--- config.mk ---
export PLATFORM = sky130hd
export DESIGN_NAME = drp_bridge
export DESIGN_NICKNAME = d
export VERILOG_FILES = /design/src/rtl/drp_bridge_pkg.sv /design/src/rtl/drp_cfg_regs.sv /design/src/rtl/drp_txn_seq.sv /design/src/rtl/drp_bridge.sv
export SDC_FILE = /design/constraint.sdc
export NUM_CORES = 1
export LEC_CHECK = 0
export BUFFER_PORTS_ARGS = -buffer_cell sky130_fd_sc_hd__buf_2
export CAP_MARGIN = 0
export CORE_MARGIN = 3
export CORE_UTILIZATION = 49
export CTS_CLUSTER_DIAMETER = 120
export CTS_CLUSTER_SIZE = 20
export DETAILED_ROUTE_END_ITERATION = 10
export GPL_TIMING_DRIVEN = 0
export HOLD_SLACK_MARGIN = 0.05
export PLACE_DENSITY = 0.84
export SETUP_SLACK_MARGIN = 0.05
export SYNTH_ARGS = -nofsm -noshare
export SYNTH_HDL_FRONTEND = slang
export SYNTH_SLANG_ARGS = --single-unit
export TNS_END_PERCENT = 50
--- constraint.sdc ---
create_clock -name clk_i -period 4.3 [get_ports clk_i]
set_input_delay 0 -clock clk_i [delete_from_list [all_inputs] [get_ports clk_i]]
set_output_delay 0 -clock clk_i [all_outputs]
set_load 0.02 [all_outputs]
--- src/rtl/drp_bridge_pkg.sv ---
package drp_bridge_pkg;
  localparam int REG_AW    = 8;
  localparam int REG_DW    = 32;
  localparam int DRP_AW    = 7;
  localparam int DRP_DW    = 16;

  localparam logic [REG_AW-1:0] OFS_RST    = 8'h40;
  localparam logic [REG_AW-1:0] OFS_CLKSEL = 8'h44;
  localparam logic [REG_AW-1:0] OFS_CTRL   = 8'h70;
  localparam logic [REG_AW-1:0] OFS_STAT   = 8'h74;

  localparam int BIT_GO     = 29;
  localparam int BIT_RD     = 28;
  localparam int BIT_ADDR   = 16;
  localparam int BIT_BUSY   = 16;
  localparam int BIT_SYSEN  = 0;
  localparam int BIT_TILEEN = 1;
endpackage

--- src/rtl/drp_cfg_regs.sv ---
module drp_cfg_regs
  import drp_bridge_pkg::*;
(
  input  logic              clk_i,
  input  logic              rst_ni,
  input  logic              wr_rst_i,
  input  logic              wr_sel_i,
  input  logic [REG_DW-1:0] wdata_i,
  output logic              sys_en_o,
  output logic              tile_en_o,
  output logic              clk_sel_o
);

  always_ff @(posedge clk_i or negedge rst_ni) begin
    if (!rst_ni) begin
      sys_en_o  <= 1'b0;
      tile_en_o <= 1'b0;
      clk_sel_o <= 1'b0;
    end else begin
      if (wr_rst_i) begin
        sys_en_o  <= wdata_i[BIT_SYSEN];
        tile_en_o <= wdata_i[BIT_TILEEN];
      end
      if (wr_sel_i) clk_sel_o <= wdata_i[0];
    end
  end

  a_r1_both_bits: assert property (@(posedge clk_i) disable iff (!rst_ni)
    wr_rst_i |=> (sys_en_o == $past(wdata_i[BIT_SYSEN])) && (tile_en_o == $past(wdata_i[BIT_TILEEN])));
  a_r2_sel_hold: assert property (@(posedge clk_i) disable iff (!rst_ni)
    !wr_sel_i |=> $stable(clk_sel_o));

endmodule

--- src/rtl/drp_txn_seq.sv ---
module drp_txn_seq
  import drp_bridge_pkg::*;
(
  input  logic              clk_i,
  input  logic              rst_ni,
  input  logic              ctrl_wr_i,
  input  logic [REG_DW-1:0] wdata_i,
  output logic              busy_o,
  output logic [DRP_DW-1:0] rd_data_o,
  output logic              drp_en_o,
  output logic              drp_we_o,
  output logic [DRP_AW-1:0] drp_addr_o,
  output logic [DRP_DW-1:0] drp_di_o,
  input  logic [DRP_DW-1:0] drp_do_i,
  input  logic              drp_rdy_i
);

  logic start;
  logic is_rd_q;
  logic done;

  assign start = ctrl_wr_i && wdata_i[BIT_GO] && !busy_o;
  assign done  = busy_o && drp_rdy_i;

  always_ff @(posedge clk_i or negedge rst_ni) begin
    if (!rst_ni) begin
      busy_o     <= 1'b0;
      is_rd_q    <= 1'b0;
      drp_en_o   <= 1'b0;
      drp_we_o   <= 1'b0;
      drp_addr_o <= '0;
      drp_di_o   <= '0;
      rd_data_o  <= '0;
    end else begin
      drp_en_o <= start;
      drp_we_o <= start && !wdata_i[BIT_RD];
      if (start) begin
        busy_o     <= 1'b1;
        is_rd_q    <= wdata_i[BIT_RD];
        drp_addr_o <= wdata_i[BIT_ADDR +: DRP_AW];
        drp_di_o   <= wdata_i[DRP_DW-1:0];
      end else if (done) begin
        busy_o <= 1'b0;
        if (is_rd_q) rd_data_o <= drp_do_i;
      end
    end
  end

  a_r3_start_pulse: assert property (@(posedge clk_i) disable iff (!rst_ni)
    (ctrl_wr_i && wdata_i[BIT_GO] && !busy_o) |=> (busy_o && drp_en_o));
  a_r3_en_single: assert property (@(posedge clk_i) disable iff (!rst_ni)
    drp_en_o |=> !drp_en_o);
  a_r4_busy_hold: assert property (@(posedge clk_i) disable iff (!rst_ni)
    (busy_o && !drp_rdy_i) |=> busy_o);
  a_r4_busy_clear: assert property (@(posedge clk_i) disable iff (!rst_ni)
    $fell(busy_o) |-> $past(drp_rdy_i));
  a_r5_we_with_en: assert property (@(posedge clk_i) disable iff (!rst_ni)
    drp_we_o |-> drp_en_o);
  a_r7_busy_ignore: assert property (@(posedge clk_i) disable iff (!rst_ni)
    (busy_o && !drp_rdy_i) |=> ($stable(drp_addr_o) && $stable(drp_di_o) && !drp_en_o));
  a_r8_rdata_stable: assert property (@(posedge clk_i) disable iff (!rst_ni)
    !(busy_o && drp_rdy_i && is_rd_q) |=> $stable(rd_data_o));

endmodule

--- src/rtl/drp_bridge.sv ---
module drp_bridge
  import drp_bridge_pkg::*;
(
  input  logic              clk_i,
  input  logic              rst_ni,
  input  logic [REG_AW-1:0] reg_addr_i,
  input  logic              reg_wr_i,
  input  logic              reg_rd_i,
  input  logic [REG_DW-1:0] reg_wdata_i,
  output logic [REG_DW-1:0] reg_rdata_o,
  output logic              sys_en_o,
  output logic              tile_en_o,
  output logic              clk_sel_o,
  output logic              drp_en_o,
  output logic              drp_we_o,
  output logic [DRP_AW-1:0] drp_addr_o,
  output logic [DRP_DW-1:0] drp_di_o,
  input  logic [DRP_DW-1:0] drp_do_i,
  input  logic              drp_rdy_i
);

  logic              busy;
  logic [DRP_DW-1:0] rd_data;
  logic [REG_DW-1:0] rd_mux;

  drp_cfg_regs u_cfg (
    .clk_i     (clk_i),
    .rst_ni    (rst_ni),
    .wr_rst_i  (reg_wr_i && (reg_addr_i == OFS_RST)),
    .wr_sel_i  (reg_wr_i && (reg_addr_i == OFS_CLKSEL)),
    .wdata_i   (reg_wdata_i),
    .sys_en_o  (sys_en_o),
    .tile_en_o (tile_en_o),
    .clk_sel_o (clk_sel_o)
  );

  drp_txn_seq u_seq (
    .clk_i      (clk_i),
    .rst_ni     (rst_ni),
    .ctrl_wr_i  (reg_wr_i && (reg_addr_i == OFS_CTRL)),
    .wdata_i    (reg_wdata_i),
    .busy_o     (busy),
    .rd_data_o  (rd_data),
    .drp_en_o   (drp_en_o),
    .drp_we_o   (drp_we_o),
    .drp_addr_o (drp_addr_o),
    .drp_di_o   (drp_di_o),
    .drp_do_i   (drp_do_i),
    .drp_rdy_i  (drp_rdy_i)
  );

  always_comb begin
    rd_mux = '0;
    unique case (reg_addr_i)
      OFS_RST: begin
        rd_mux[BIT_SYSEN]  = sys_en_o;
        rd_mux[BIT_TILEEN] = tile_en_o;
      end
      OFS_CLKSEL: rd_mux[0] = clk_sel_o;
      OFS_STAT: begin
        rd_mux[BIT_BUSY]     = busy;
        rd_mux[DRP_DW-1:0]   = rd_data;
      end
      default: rd_mux = '0;
    endcase
  end

  always_ff @(posedge clk_i or negedge rst_ni) begin
    if (!rst_ni)       reg_rdata_o <= '0;
    else if (reg_rd_i) reg_rdata_o <= rd_mux;
  end

  a_r10_rdata_hold: assert property (@(posedge clk_i) disable iff (!rst_ni)
    !reg_rd_i |=> $stable(reg_rdata_o));
  a_r9_ctrl_reads_zero: assert property (@(posedge clk_i) disable iff (!rst_ni)
    (reg_rd_i && reg_addr_i == OFS_CTRL) |=> (reg_rdata_o == '0));

endmodule

== Word level (Yosys, flattened, before mapping) ==
Cells that the tools add are included.

* Register bits: 63
* Output and inout bits: 60
* Input port bits: 61

* Multiplexer cells: 5
* Reduce and logical (&&, ||, !) cells: 11
* Bitwise gates (word level): 1
* Equal/unequal tests: 4

{| class="wikitable"
|+ Operators with widths
! cell !! number
|-
| $eq A8 B7 Y1 const B || 4
|-
| $mux W15 || 1
|-
| $logic_and A1 B1 Y1 || 7
|-
| $pmux W1 S3 || 1
|-
| $reduce_and A3 Y1 || 1
|-
| $logic_not A1 Y1 || 2
|-
| $mux W1 || 2
|-
| $pmux W1 S2 || 1
|-
| $reduce_bool A2 Y1 || 1
|-
| $not A1 Y1 || 1
|}

== Longest topological paths before layout ==
Gate-level depths: netlist (run 1).

* Word-level depth: 6
* Depth in mapped cells: 5
* Depth with buffers taken out: 3

== Modules after synthesis ==
From an unflattened synthesis (run 1), not the netlist that was laid out.

* Cell total of the unflattened synthesis: 173
* Area, all modules: 2635.0 µm²

{| class="wikitable"
|+ By module, submodules not included
! module !! times used !! area each (µm²) !! cells an instance !! seq. area each (µm²)
|-
| drp_txn_seq || 1 || 1684.1 || 93 || 1076.0
|-
| drp_bridge || 1 || 842.1 || 74 || 425.4
|-
| drp_cfg_regs || 1 || 108.9 || 6 || 75.1
|}

== Worst setup path after synthesis (run 1) ==
OpenSTA, ideal clock, no wires.

* Path type: register to register
* Start: reg u_seq.busy_o
* End: reg u_seq.drp_di_o[10]
* Period minus slack after synthesis: 1.337 ns
* Path slack: 2.963 ns
* Required time: 4.173 ns
* Data arrival time: 1.210 ns
* Stages on the path, launching flop included: 5
* Cells stage by stage: dfrtp_1 -> and4b_1 -> buf_6 -> buf_6 -> mux2_1

* Longest elaborated chain between the ends: 2

{| class="wikitable"
|+ RTL lines
! element !! RTL line !! RTL
|-
| start: declaration || drp_txn_seq.sv:8 || <nowiki>output logic busy_o,</nowiki>
|-
| start signal: assignment || drp_txn_seq.sv:27 || <nowiki>busy_o <= 1'b0;</nowiki>
|-
| start signal: assignment || drp_txn_seq.sv:38 || <nowiki>busy_o <= 1'b1;</nowiki>
|-
| start signal: assignment || drp_txn_seq.sv:43 || <nowiki>busy_o <= 1'b0;</nowiki>
|-
| $logic_not A1 Y1 || drp_txn_seq.sv:22 || <nowiki>assign start = ctrl_wr_i && wdata_i[BIT_GO] && !busy_o;</nowiki>
|-
| $logic_and A1 B1 Y1 || drp_txn_seq.sv:22 ||
|-
| end signal: assignment || drp_txn_seq.sv:41 || <nowiki>drp_di_o <= wdata_i[DRP_DW-1:0];</nowiki>
|-
| end: declaration || drp_txn_seq.sv:13 || <nowiki>output logic [DRP_DW-1:0] drp_di_o,</nowiki>
|}

Every way passes these cells.
A chain may end at the register's enable or synchronous reset.

== Worst setup path in the final report (run 1) ==
* Start: reg u_seq.busy_o
* End: reg u_seq.rd_data_o[12]

* Longest elaborated chain between the ends: 4
* Elaborated cells between the ends (all ways): 5

{| class="wikitable"
|+ RTL lines
! element !! RTL line !! RTL
|-
| $logic_not A1 Y1 || drp_txn_seq.sv:22 ||
|-
| $logic_and A1 B1 Y1 || drp_txn_seq.sv:22 ||
|-
| $not A1 Y1 (no line) || n/a ||
|-
| $reduce_and A3 Y1 (no line) (*) || n/a ||
|-
| end signal: assignment || drp_txn_seq.sv:44 || <nowiki>if (is_rd_q) rd_data_o <= drp_do_i;</nowiki>
|-
| end: declaration || drp_txn_seq.sv:9 || <nowiki>output logic [DRP_DW-1:0] rd_data_o,</nowiki>
|}

Every way passes the cells marked *; elsewhere a longest branch is shown, timed or not.

==> results of run 1 <==
[synth_stat cells]
master | instances | area share
a21o_1 | 1 | 0.0030
a221o_1 | 1 | 0.0039
a22o_1 | 15 | 0.052
a31oi_1 | 1 | 0.0025
and3_1 | 3 | 0.0074
and4_1 | 2 | 0.0069
and4b_1 | 1 | 0.0039
buf_2 | 1 | 0.0020
buf_4 | 16 | 0.047
buf_6 | 3 | 0.013
clkbuf_1 | 1 | 0.0015
clkbuf_2 | 1 | 0.0020
conb_1 | 1 | 0.0015
dfrtp_1 | 63 | 0.62
inv_1 | 2 | 0.0030
mux2_1 | 17 | 0.075
mux2_2 | 26 | 0.12
nand3_1 | 1 | 0.0020
nand4_1 | 3 | 0.0074
nor2_1 | 2 | 0.0030
nor2b_1 | 3 | 0.0074
nor3b_1 | 1 | 0.0030
nor4_4 | 1 | 0.0084
nor4b_2 | 1 | 0.0059
o211ai_1 | 1 | 0.0030
[layer usage]
layer,part of all wire,vias up,track usage
li1,-,916,-
met1,0.40,918,0.248
met2,0.50,78,0.354
met3,0.071,16,0.0596
met4,0.023,0,0.0944
met5,0,-,0
[metrics by stage]
step | setup WS [ns] | instance area [um^2] | power (mW)
floorplan | 2.96 | 2590 | 0.659
global placement | 2.79 | 3170 | 0.706
detailed placement | 2.79 | 3170 | 0.709
CTS | 2.79 | 3790 | 1.19
global route | 2.68 | 3800 | 1.23
finish | 2.78 | 3800 | 1.18
[layout make-up]
type	instances	area [um^2]	share of cell area
Buffer	22	168	0.0442
Clock buffer	12	155	0.0409
Clock inverter	3	18.8	0.00494
Inverter	2	7.51	0.00198
Multi-Input combinational cell	95	843	0.222
Sequential cell	63	1580	0.415
Tap cell	67	83.8	0.0221
Timing Repair Buffer	143	943	0.249
[state kept, by name, summed over array words and instances (netlist names)]
name              count
u_seq.drp_en_o        1
u_seq.drp_di_o       16
u_cfg.sys_en_o        1
u_cfg.clk_sel_o       1
u_seq.busy_o          1
u_cfg.tile_en_o       1
u_seq.rd_data_o      16
reg_rdata_o          17
u_seq.is_rd_q         1
u_seq.drp_addr_o      7
u_seq.drp_we_o        1
[worst max-delay path by stage]
stage                             from                  end  slack, ns  depth (start not counted)
after detailed placement  u_seq.busy_o  u_seq.rd_data_o[13]       2.79                          3
after CTS                 u_seq.busy_o  u_seq.rd_data_o[13]       2.79                          3
after global routing      u_seq.busy_o  u_seq.rd_data_o[12]       2.68                          3
after floorplan           u_seq.busy_o   u_seq.drp_di_o[10]       2.96                          4
after global placement    u_seq.busy_o  u_seq.rd_data_o[11]       2.79                          3
final                     u_seq.busy_o  u_seq.rd_data_o[12]       2.78                          3
[report_power, final]
part           switching [mW]  internal, mW
clock network           0.215         0.237
logic                  0.0608        0.0657
registers             0.00432         0.601
total                   0.280         0.903
[tightest hold or removal path, cell delays in order]
cell	delay, ns
buf_2	0.12
nor4b_2	0.06
nand4_1	0.09
mux2_2	0.14
[cells by family (layout without fill, tap and decap cells)]
logic type | Yosys count | in the layout | synth area share
AOI/OAI and AO/OA | 19 | 19 | 0.0640
buffers and inverters | 24 | 182 | 0.0689
DFF | 63 | 63 | 0.620
muxes | 43 | 43 | 0.190
other | 1 | 15 | 0.00147
and+or+nand+nor | 18 | 18 | 0.0551
[repair_timing]
item / CTS / global route
gates resized for setup: 0 / 0
hold endpoints to repair: 110 / 0
hold buffers: 45 / 0
==> metrics.md, run 1 <==
| Metric | Value |
|---|---|
| CP required | ~4.5 ns |
| Die W | between 70 and 80 um |
| Routed wire length | 5960 um |
| Length in cells of the worst reg-to-reg path | 3 |
| Nets | 397 |
| Number of diodes | 0 |
| Worst min-delay path startpoint | reg_addr_i[0] |
| Worst-path clk slew | ~0.070 ns |
| Commonest cells after routing, fill and taps aside | 98 x buf_2, 63 x dfrtp_1, 45 x dlygate4sd3_1, 26 x mux2_2 |
| Worst VDD drop | 0.239 mV |
| CP delay by family, top | flip-flops |
| Filler instances | about 300 |
| Die area | approximately 6100 um^2 |
| WP buf/inv | 1 |
| Avg Synthesized Cell Area | approximately 15 um^2 |
| Vias per inst | about 4.7 |
| R2r endpoint | u_seq.rd_data_o[12] |
| Final setup vio count | 0 |
| Final hold vios | 0 |
| Clk_lat worst skew | between 0.3 and 0.4 ns |
| Grt total ovfl | 0 |
| WS Path Type | flip-flop to flip-flop |
| Distinct cells, synth | 25 |
| Clock H-tree levels | 3 |
| Worst Path Arrival | roughly 1.7 ns |
| Post-CTS Setup Inserts | 0 |
| CP Capture Type | flip-flop |
| CP max-delay cell | dfrtp_1 |
| Initial DRC Count | a little under 90 |
| Tightest Pin Transition | 0.766 ns |
| First-pass GRT wire length | 9810 um |
| DR vias | 1,928 |
| Synth Instances | 168 |
| Synth warn | 0 |
| Port Buffers | a little under 100 |
| Slew Limit Fails | 0 |
| Clk root buf | clkbuf_8 |
| Clk buf depth | 2 |
| FF+latch count, synth | between 60 and 70 |
| WL/cell | around 15 um |
| Initial antenna violation count | 0 |
| Mapped Area | around 2500 um^2 |
| Slew margin rel. | 0.489 |
| Hold Path Class | input port to flip-flop |
| Vias in the first global route | slightly above 2,000 |
| Dpl hpwl | roughly 3700 um |
| Placed insts | 347 |
| Setup TNS | 0 ns |
| Max Freq | roughly 660 MHz |
| Worst R2R Setup Slack | 2.78 ns |
| Tcrit/Tclk final | 0.353 |
| Fin cells | approximately 400 |
| Critical R2R Launch | u_seq.busy_o |
| Finished Core Util | 0.778 |
| Area grow syn2layout | 49.3% |
| GR Util All Layers | 0.209 |
| Max Fanout on Critical Path | 10 |
| Layout Skew | between 0.008 and 0.009 ns |
| Largest net degree at the start of global routing | 64 |
| # clock sinks | 63 |
| Leakage | approximately 2.2 nW |
| # DRC | 0 |
| TritonCTS clock tree | yes |
| CP peak stage delay | approximately 0.42 ns |
| Row cnt | 25 |
| Crit-path cells | nand3_1 -> buf_2 -> mux2_2 |
| CTS buffer count | 9 |
| Initial core utilization | 0.521 |
| Hold endpoint | u_cfg.clk_sel_o |
| Status | finished clean |
| Die H | 78.0 um |
| Post-synthesis sequential area ratio | 0.620 |
| Most common cell after layout, fill and taps aside | buf_2 |
| Fraction of layout cells with a size suffix above 1 | 0.474 |
| GP Congestion | just under 0.9 |
| Minimum clock period | 1.52 ns |
| Hold depth | 4 |
| I/O Pins | approximately 120 |
| Unrepaired setup endpoints after global routing | no |
| Core Footprint | a little under 5000 um^2 |
| Router iterations before antenna repair | 4 |
| Maxcap violations | 0 |
| Post-route ant nets | 0 |
| CP startpoint kind | flip-flop |
| Pwr Density | just over 300 nW/um^2 |
| Worst hold margin | ~0.12 ns |
No activity file was read; power rests on OpenSTA's default activity.
==> run 2: changes to the inputs <==
Settings changed: CORE_UTILIZATION 49 to 46, PLACE_DENSITY 0.84 to 0.79.
Clock period 4.3 ns to 1.5 ns, I/O delays scaled along.
==> run 2 against run 1 <==
  * Sequential share of layout area is 0.49 points lower
  * Global-route usage is 0.49 points lower
  * Clock skew is 0.0036 ns lower
  * Core utilization is 4.4 points lower
  * Critical path depth is 1 higher
  * Total power grew to 2.9 times the previous value
  * Sequential power grew to 2.9 times the previous value
  * Non-clock buffer count is 3 higher
  * Clock-buffer cell count is 1 higher
  * Final area is 1.3% higher
  * Via count is 2.9% higher
  * Critical endpoint is now u_seq.drp_addr_o[3]
==> metrics.md, run 2 (same netlist as run 1, synthesis figures left out) <==
| Metric | Value |
|---|---|
| WL/cell | 14.8 um |
| Slew Limit Fails | 0 |
| Filler instances | 352 |
| # DRC | 0 |
| Slew margin rel. | 0.493 |
| Clk root buf | clkbuf_8 |
| GP Congestion | between 0.8 and 0.9 |
| Post-place setup slack | -0.0160 ns |
| Clock group share of total power | 0.381 |
| Sw frac | 0.235 |
| Minimum clock period | roughly 1.4 ns |
| DR vias | around 2,000 |
| Most common cell after layout, fill and taps aside | buf_2 |
| Unrepaired setup endpoints after global routing | yes |
| Clock H-tree levels | 3 |
| Final setup vio count | 0 |
| Worst Path Arrival | ~1.7 ns |
| Number of flip-flops in the largest register | 17 |
| Dpl hpwl | roughly 3700 um |
| Hold Path Class | input port to flip-flop |
| Total power | 3.40 mW |
| Clk buf depth | 2 |
| Router iterations before antenna repair | 4 |
| Initial core utilization | 0.485 |
| Vias per inst | 4.79 |
| Tcrit/Tclk final | 0.964 |
| Final hold vios | 0 |
| Initial antenna violation count | 0 |
| Initial DRC Count | between 80 and 90 |
| Area grow syn2layout | 51.2% |
| Layout Skew | around 0.005 ns |
| Clk_lat worst skew | between 0.3 and 0.4 ns |
| CP max-delay cell | dfrtp_2 |
| CTS buffer count | 9 |
| CP required | 1.71 ns |
| I/O Pins | 121 |
| CP startpoint kind | flip-flop |
| Routed wire length | around 6000 um |
| Max Fanout on Critical Path | 6 |
| Largest net degree at the start of global routing | 64 |
| Die W | 80.3 um |
| WS Path Type | flip-flop to flip-flop |
| Number of diodes | 0 |
| Die area | roughly 6500 um^2 |
| Worst VDD drop | 0.707 mV |
| Commonest cells after routing, fill and taps aside | 98 x buf_2, 62 x dfrtp_1, 46 x dlygate4sd3_1, 26 x mux2_2, 19 x buf_4 |
| # clock sinks | 63 |
| Nets | 400 |
| Worst-path clk slew | about 0.070 ns |
| First-pass GRT wire length | 9870 um |
| Maxcap violations | 0 |
| Vias in the first global route | 2,066 |
| Core Footprint | ~5200 um^2 |
| Tightest Pin Transition | about 0.76 ns |
| Post-route ant nets | 0 |
| Crit-path cells | and4b_1 -> buf_6 -> buf_4 -> mux2_2 |
| Setup WS post-layout | roughly 0.055 ns |
| Row cnt | 26 |
| Total internal power | 2.60 mW |
| Port Buffers | slightly below 100 |
| Fraction of layout cells with a size suffix above 1 | 0.483 |
| Leakage | roughly 2.2 nW |
| TritonCTS clock tree | yes |
| CP peak stage delay | 0.44 ns |
| NetSw | 0.798 mW |
| Status | finished clean |
| Pwr Density | 883 nW/um^2 |
| Top Registers | reg_rdata_o (17), u_seq.drp_di_o (16), u_seq.rd_data_o (16) |
| Largest Register | reg_rdata_o |
| GR Util All Layers | 0.204 |
| Flop pwr share | 0.511 |
| Grt total ovfl | 0 |
| Logic gate share of total power | 0.108 |
| CP Capture Type | flip-flop |
| Die H | around 80 um |
| Max Freq | 692 MHz |
==> run 2: per-stage QoR <==
step / area (um^2) / setup TNS, ns / utilization / instances / hold WS (ns)
after floorplan: 2590 / 0 / - / 182 / -0.296
after global placement: 3170 / 0 / 0.606 / 350 / 0.167
after detailed placement: 3170 / -0.0571 / 0.606 / 350 / 0.175
after CTS: 3810 / 0 / 0.728 / 412 / 0.0512
after global routing: 3840 / 0 / 0.734 / 414 / 0.102
final: 3840 / 0 / 0.734 / 414 / 0.0804
==> run 2: worst paths after layout <==
path	cells after the start	end	slack, ns	start
setup / recovery	4	u_seq.drp_addr_o[3]	0.05	u_seq.busy_o
min in group asynchronous	2	u_seq.rd_data_o[9]	0.30	rst_ni
hold reg to reg	1	u_seq.drp_di_o[11]	0.48	u_seq.drp_di_o[11]
hold / removal	4	reg_rdata_o[0]	0.08	reg_addr_i[3]
setup reg to reg	4	u_seq.drp_addr_o[3]	0.05	u_seq.busy_o
max in group asynchronous	2	u_seq.busy_o	0.65	rst_ni
==> run 2: critical path, delay by kind of cell, from the launching register on <==
family,cells,cell delay [ns]
and+or+nand+nor,1,0.27
muxes,1,0.34
DFF,1,0.44
buffers and inverters,2,0.28
==> run 2: power groups by stage <==
stage,combinational [mW],sequential [mW],clock (mW)
2_1_floorplan,0.0969,1.79,0
5_1_grt,0.400,1.74,1.43
4_1_cts,0.356,1.73,1.33
3_3_place_gp,0.260,1.76,0
6_report,0.368,1.73,1.29
3_5_place_dp,0.266,1.77,0
==> run 2: final cells by class <==
class	count	area, um^2	share of cell area
clock buffer	13	159	0.0413
tap	70	87.6	0.0228
timing repair buffer	146	968	0.252
clock inverter	3	17.5	0.00456
multi-input combinational	95	852	0.222
buffer	22	175	0.0456
sequential	63	1580	0.410
inverter	2	7.51	0.00195
==> run 2: timing repair <==
item / in CTS / in global routing
gates resized for setup: 1 / 4
pin swaps: 0 / 0
hold endpoints to repair: 110 / 0
hold buffers: 46 / 0
buffers inserted: 0 / 2
endpoints found under the setup margin: 21 / 27
==> run 2: per-layer routing <==
layer | share of wire | wire length [um] | GRT usage | vias to the layer above
met3 | 0.074 | 452 | 0.0695 | 12
met5 | 0 | 0 | 0 | -
met2 | 0.52 | 3210 | 0.368 | 94
met4 | 0.016 | 96 | 0.0726 | 0
met1 | 0.39 | 2380 | 0.222 | 957
li1 | - | - | - | 920
==> run 3: changes to the inputs <==
Settings changed: SLEW_MARGIN set to 20, SYNTH_HIERARCHICAL set to 1.
==> run 3 against run 2 <==
  * Via count down 0.81%
  * Global-route usage decreased by 1.2 points
  * Routed wire length up 1.0%
  * Total power grew 0.25%
  * Synthesized cell count up 3.0%
  * Clock skew increased by 0.0025 ns
  * First-iteration DRC count fell by 38%
  * Register-to-register slack improved by 0.12 ns
  * Sequential cell count did not move
  * Final cell count stayed put
  * Die area increased by 3.4%
  * Setup slack improved by 0.12 ns
==> metrics.md, run 3 <==
| Metric | Value |
|---|---|
| Status | finished clean |
| WP buf/inv | 2 |
| Setup WS post-layout | about 0.17 ns |
| Adder-cell area share of the yosys netlist | 0 |
| Vias in the first global route | roughly 2,000 |
| Maxcap violations | 0 |
| Post-place setup slack | -0.0950 ns |
| Initial antenna violation count | 0 |
| Post-synth top flop | dfrtp_1 |
| Slew Limit Fails | 0 |
| FF/Latch Area | roughly 1600 um^2 |
| Complex-gate fraction of the synthesized area | 0.0627 |
| CP required | roughly 1.7 ns |
| Die area | between 6000 and 7000 um^2 |
| Number of diodes | 0 |
| CP startpoint kind | flip-flop |
| Top Registers | reg_rdata_o (17), u_seq/drp_di_o (16), u_seq/rd_data_o (16) |
| Pwr Density | 873 nW/um^2 |
| Placed insts | roughly 360 |
| CTS buffer count | 9 |
| Router iterations before antenna repair | 4 |
| WL/cell | approximately 15 um |
| Commonest cells after routing, fill and taps aside | 97 x buf_2, 63 x dfrtp_1, 46 x dlygate4sd3_1, 26 x mux2_2, 17 x mux2_4 |
| NetSw | slightly below 0.8 mW |
| Clock group share of total power | 0.378 |
| Commonest cells post-synth | 63 x dfrtp_1, 26 x mux2_2, 17 x mux2_4 |
| Post-synth ARST share | 1.00 |
| Initial core utilization | 0.494 |
| Synth Instances | between 150 and 200 |
| Synth Area in Simple Gates | 0.0546 |
| Minimum clock period | roughly 1.3 ns |
| GP Congestion | approximately 0.75 |
| Clk buf depth | 2 |
| Flop pwr share | 0.511 |
| Area grow syn2layout | 48.0% |
| I/O Pins | between 100 and 150 |
| Post-synth EDFFs | 0 |
| Synth top area share | 0.598 |
| Post-synthesis sequential area ratio | 0.598 |
| Number of flip-flops in the largest register | 17 |
| Hold Path Class | input port to flip-flop |
| Sw frac | 0.228 |
| Mux cell area share after synthesis | 0.208 |
| CP Capture Type | flip-flop |
| Post-synthesis xor/xnor area fraction | 0 |
| Die W | 81.7 um |
| Max Freq | 754 MHz |
| Mapped Area | roughly 2600 um^2 |
| Logic gate share of total power | 0.111 |
| Filler instances | between 300 and 400 |
| # clock sinks | 63 |
| DR vias | roughly 2,000 |
| Dpl hpwl | 4040 um |
| Layout Skew | approximately 0.0075 ns |
| Fin cells | 414 |
| Worst hold margin | 0.141 ns |
| Row cnt | 26 |
| Vias per inst | between 4 and 5 |
| Clk root buf | clkbuf_8 |
| Clk_lat worst skew | 0.32 ns |
| GR Util All Layers | 0.193 |
| Cell taking the most area after synthesis | dfrtp_1 |
| Nets | between 400 and 500 |
| Most common cell after layout, fill and taps aside | buf_2 |
| WS Path Type | flip-flop to flip-flop |
| FF+latch count, synth | between 60 and 70 |
| Max Fanout on Critical Path | 10 |
| Initial DRC Count | 55 |
| Worst Path Arrival | ~1.5 ns |
| Top-count cell post-synth | dfrtp_1 |
| Synth warn | 6 |
| Worst path most repeated cell | buf_6 |
| Core Footprint | approximately 5300 um^2 |
| Die H | 81.7 um |
| Leakage | between 2 and 2.5 nW |
| Port Buffers | roughly 100 |
| Fraction of layout cells with a size suffix above 1 | 0.515 |
| Final hold vios | 0 |
| Post-CTS Setup Inserts | 0 |
| Largest net degree at the start of global routing | 64 |
| Post-place instance area | roughly 3300 um^2 |
| CP peak stage delay | 0.40 ns |
| CP max-delay cell | dfrtp_1 |
| Worst-path clk slew | approximately 0.06 ns |
| Tcrit/Tclk final | 0.885 |
| Avg Synthesized Cell Area | 15.2 um^2 |
| Unrepaired setup endpoints after global routing | no |
| Total internal power | 2.63 mW |
| Final setup vio count | 0 |
| Slew margin rel. | 0.484 |
| Dominant cells by area after synthesis | dfrtp_1 60%, mux2_2 11%, mux2_4 9.7%, a22o_1 5.0%, buf_4 4.3% |
| Area of the multi-input gates | a little over 900 um^2 |
| CP delay by family, top | flip-flops |
| Largest family of logic cells by synthesized area | multiplexers |
| Worst VDD drop | 0.736 mV |
| Tightest Pin Transition | around 0.77 ns |
| # DRC | 0 |
| Clock H-tree levels | 3 |
| Grt total ovfl | 0 |
| TritonCTS clock tree | yes |
| Post-route ant nets | 0 |
| Crit-path cells | nand3b_4 -> buf_6 -> buf_6 -> mux2_4 |
| Distinct cells, synth | 25 |
| First-pass GRT wire length | between 9000 and 10,000 um |
| Final instance area | between 3000 and 4000 um^2 |
| Largest Register | reg_rdata_o |
| Routed wire length | 6200 um |
==> run 3: cell count changes after synthesis, moves of 2 or more <==
cell | previous run | this run
buf_6 | 3 | 5
mux2_1 | 17 | 0
mux2_4 | 0 | 17
nand4_1 | 3 | 0
nor4b_1 | 0 | 2
nor2b_1 | 3 | 0
nor2_1 | 2 | 6
==> run 3: worst paths after layout <==
kind,from,to,slack [ns],cells after the start
setup / recovery,u_seq/busy_o,u_seq/drp_di_o[11],0.17,4
hold / removal,reg_wr_i,u_cfg/clk_sel_o,0.14,3
setup reg to reg,u_seq/busy_o,u_seq/drp_di_o[11],0.17,4
hold reg to reg,u_seq/rd_data_o[15],reg_rdata_o[15],0.49,1
max in group asynchronous,rst_ni,u_seq/drp_di_o[14],0.69,2
min in group asynchronous,rst_ni,reg_rdata_o[4],0.30,2
==> run 3: cell families after synthesis <==
family                 Yosys count
AO/OA/AOI/OAI                   20
buffers and inverters           25
flip-flops                      63
multiplexers                    43
other                            1
AND/OR/NAND/NOR                 21
==> run 3: area by class of cell <==
class                      count  share of cell area
buffer                        22              0.0478
clock inverter                 1             0.00128
timing repair buffer         144               0.245
multi-input combinational     99               0.234
sequential                    63               0.404
inverter                       3             0.00289
tap                           70              0.0225
clock buffer                  12              0.0424
==> run 3: worst reg2reg max path, stage by stage (launching register included) <==
cell,delay (ns)
dfrtp_1,0.40
nand3b_4,0.15
buf_6,0.15
buf_6,0.19
mux2_4,0.32
==> run 3: power groups by stage <==
stage | Clock, mW | Combinational [mW] | Sequential [mW]
final | 1.29 | 0.377 | 1.74
after global routing | 1.39 | 0.413 | 1.74
after CTS | 1.32 | 0.376 | 1.74
after detailed placement | 0 | 0.285 | 1.77
after global placement | 0 | 0.277 | 1.77
after floorplan | 0 | 0.108 | 1.80
==> run 3: timing repair <==
item / in CTS / in global routing
hold buffers: 46 / 0
gates resized for setup: 0 / 0
hold endpoints to repair: 110 / 0
==> run 3: stage by stage <==
step	total power, mW	TNS (ns)	util
final	3.40	0	0.731
after global routing	3.55	0	0.731
after CTS	3.43	0	0.731
after detailed placement	2.05	-1.35	0.613
after global placement	2.05	-1.58	0.612
after floorplan	1.91	0	-
==> run 3: metal layers <==
layer	wire [um]	global-route usage
met3	392	0.0504
met4	51	0.0698
met1	2480	0.233
met2	3280	0.331
met5	0	0
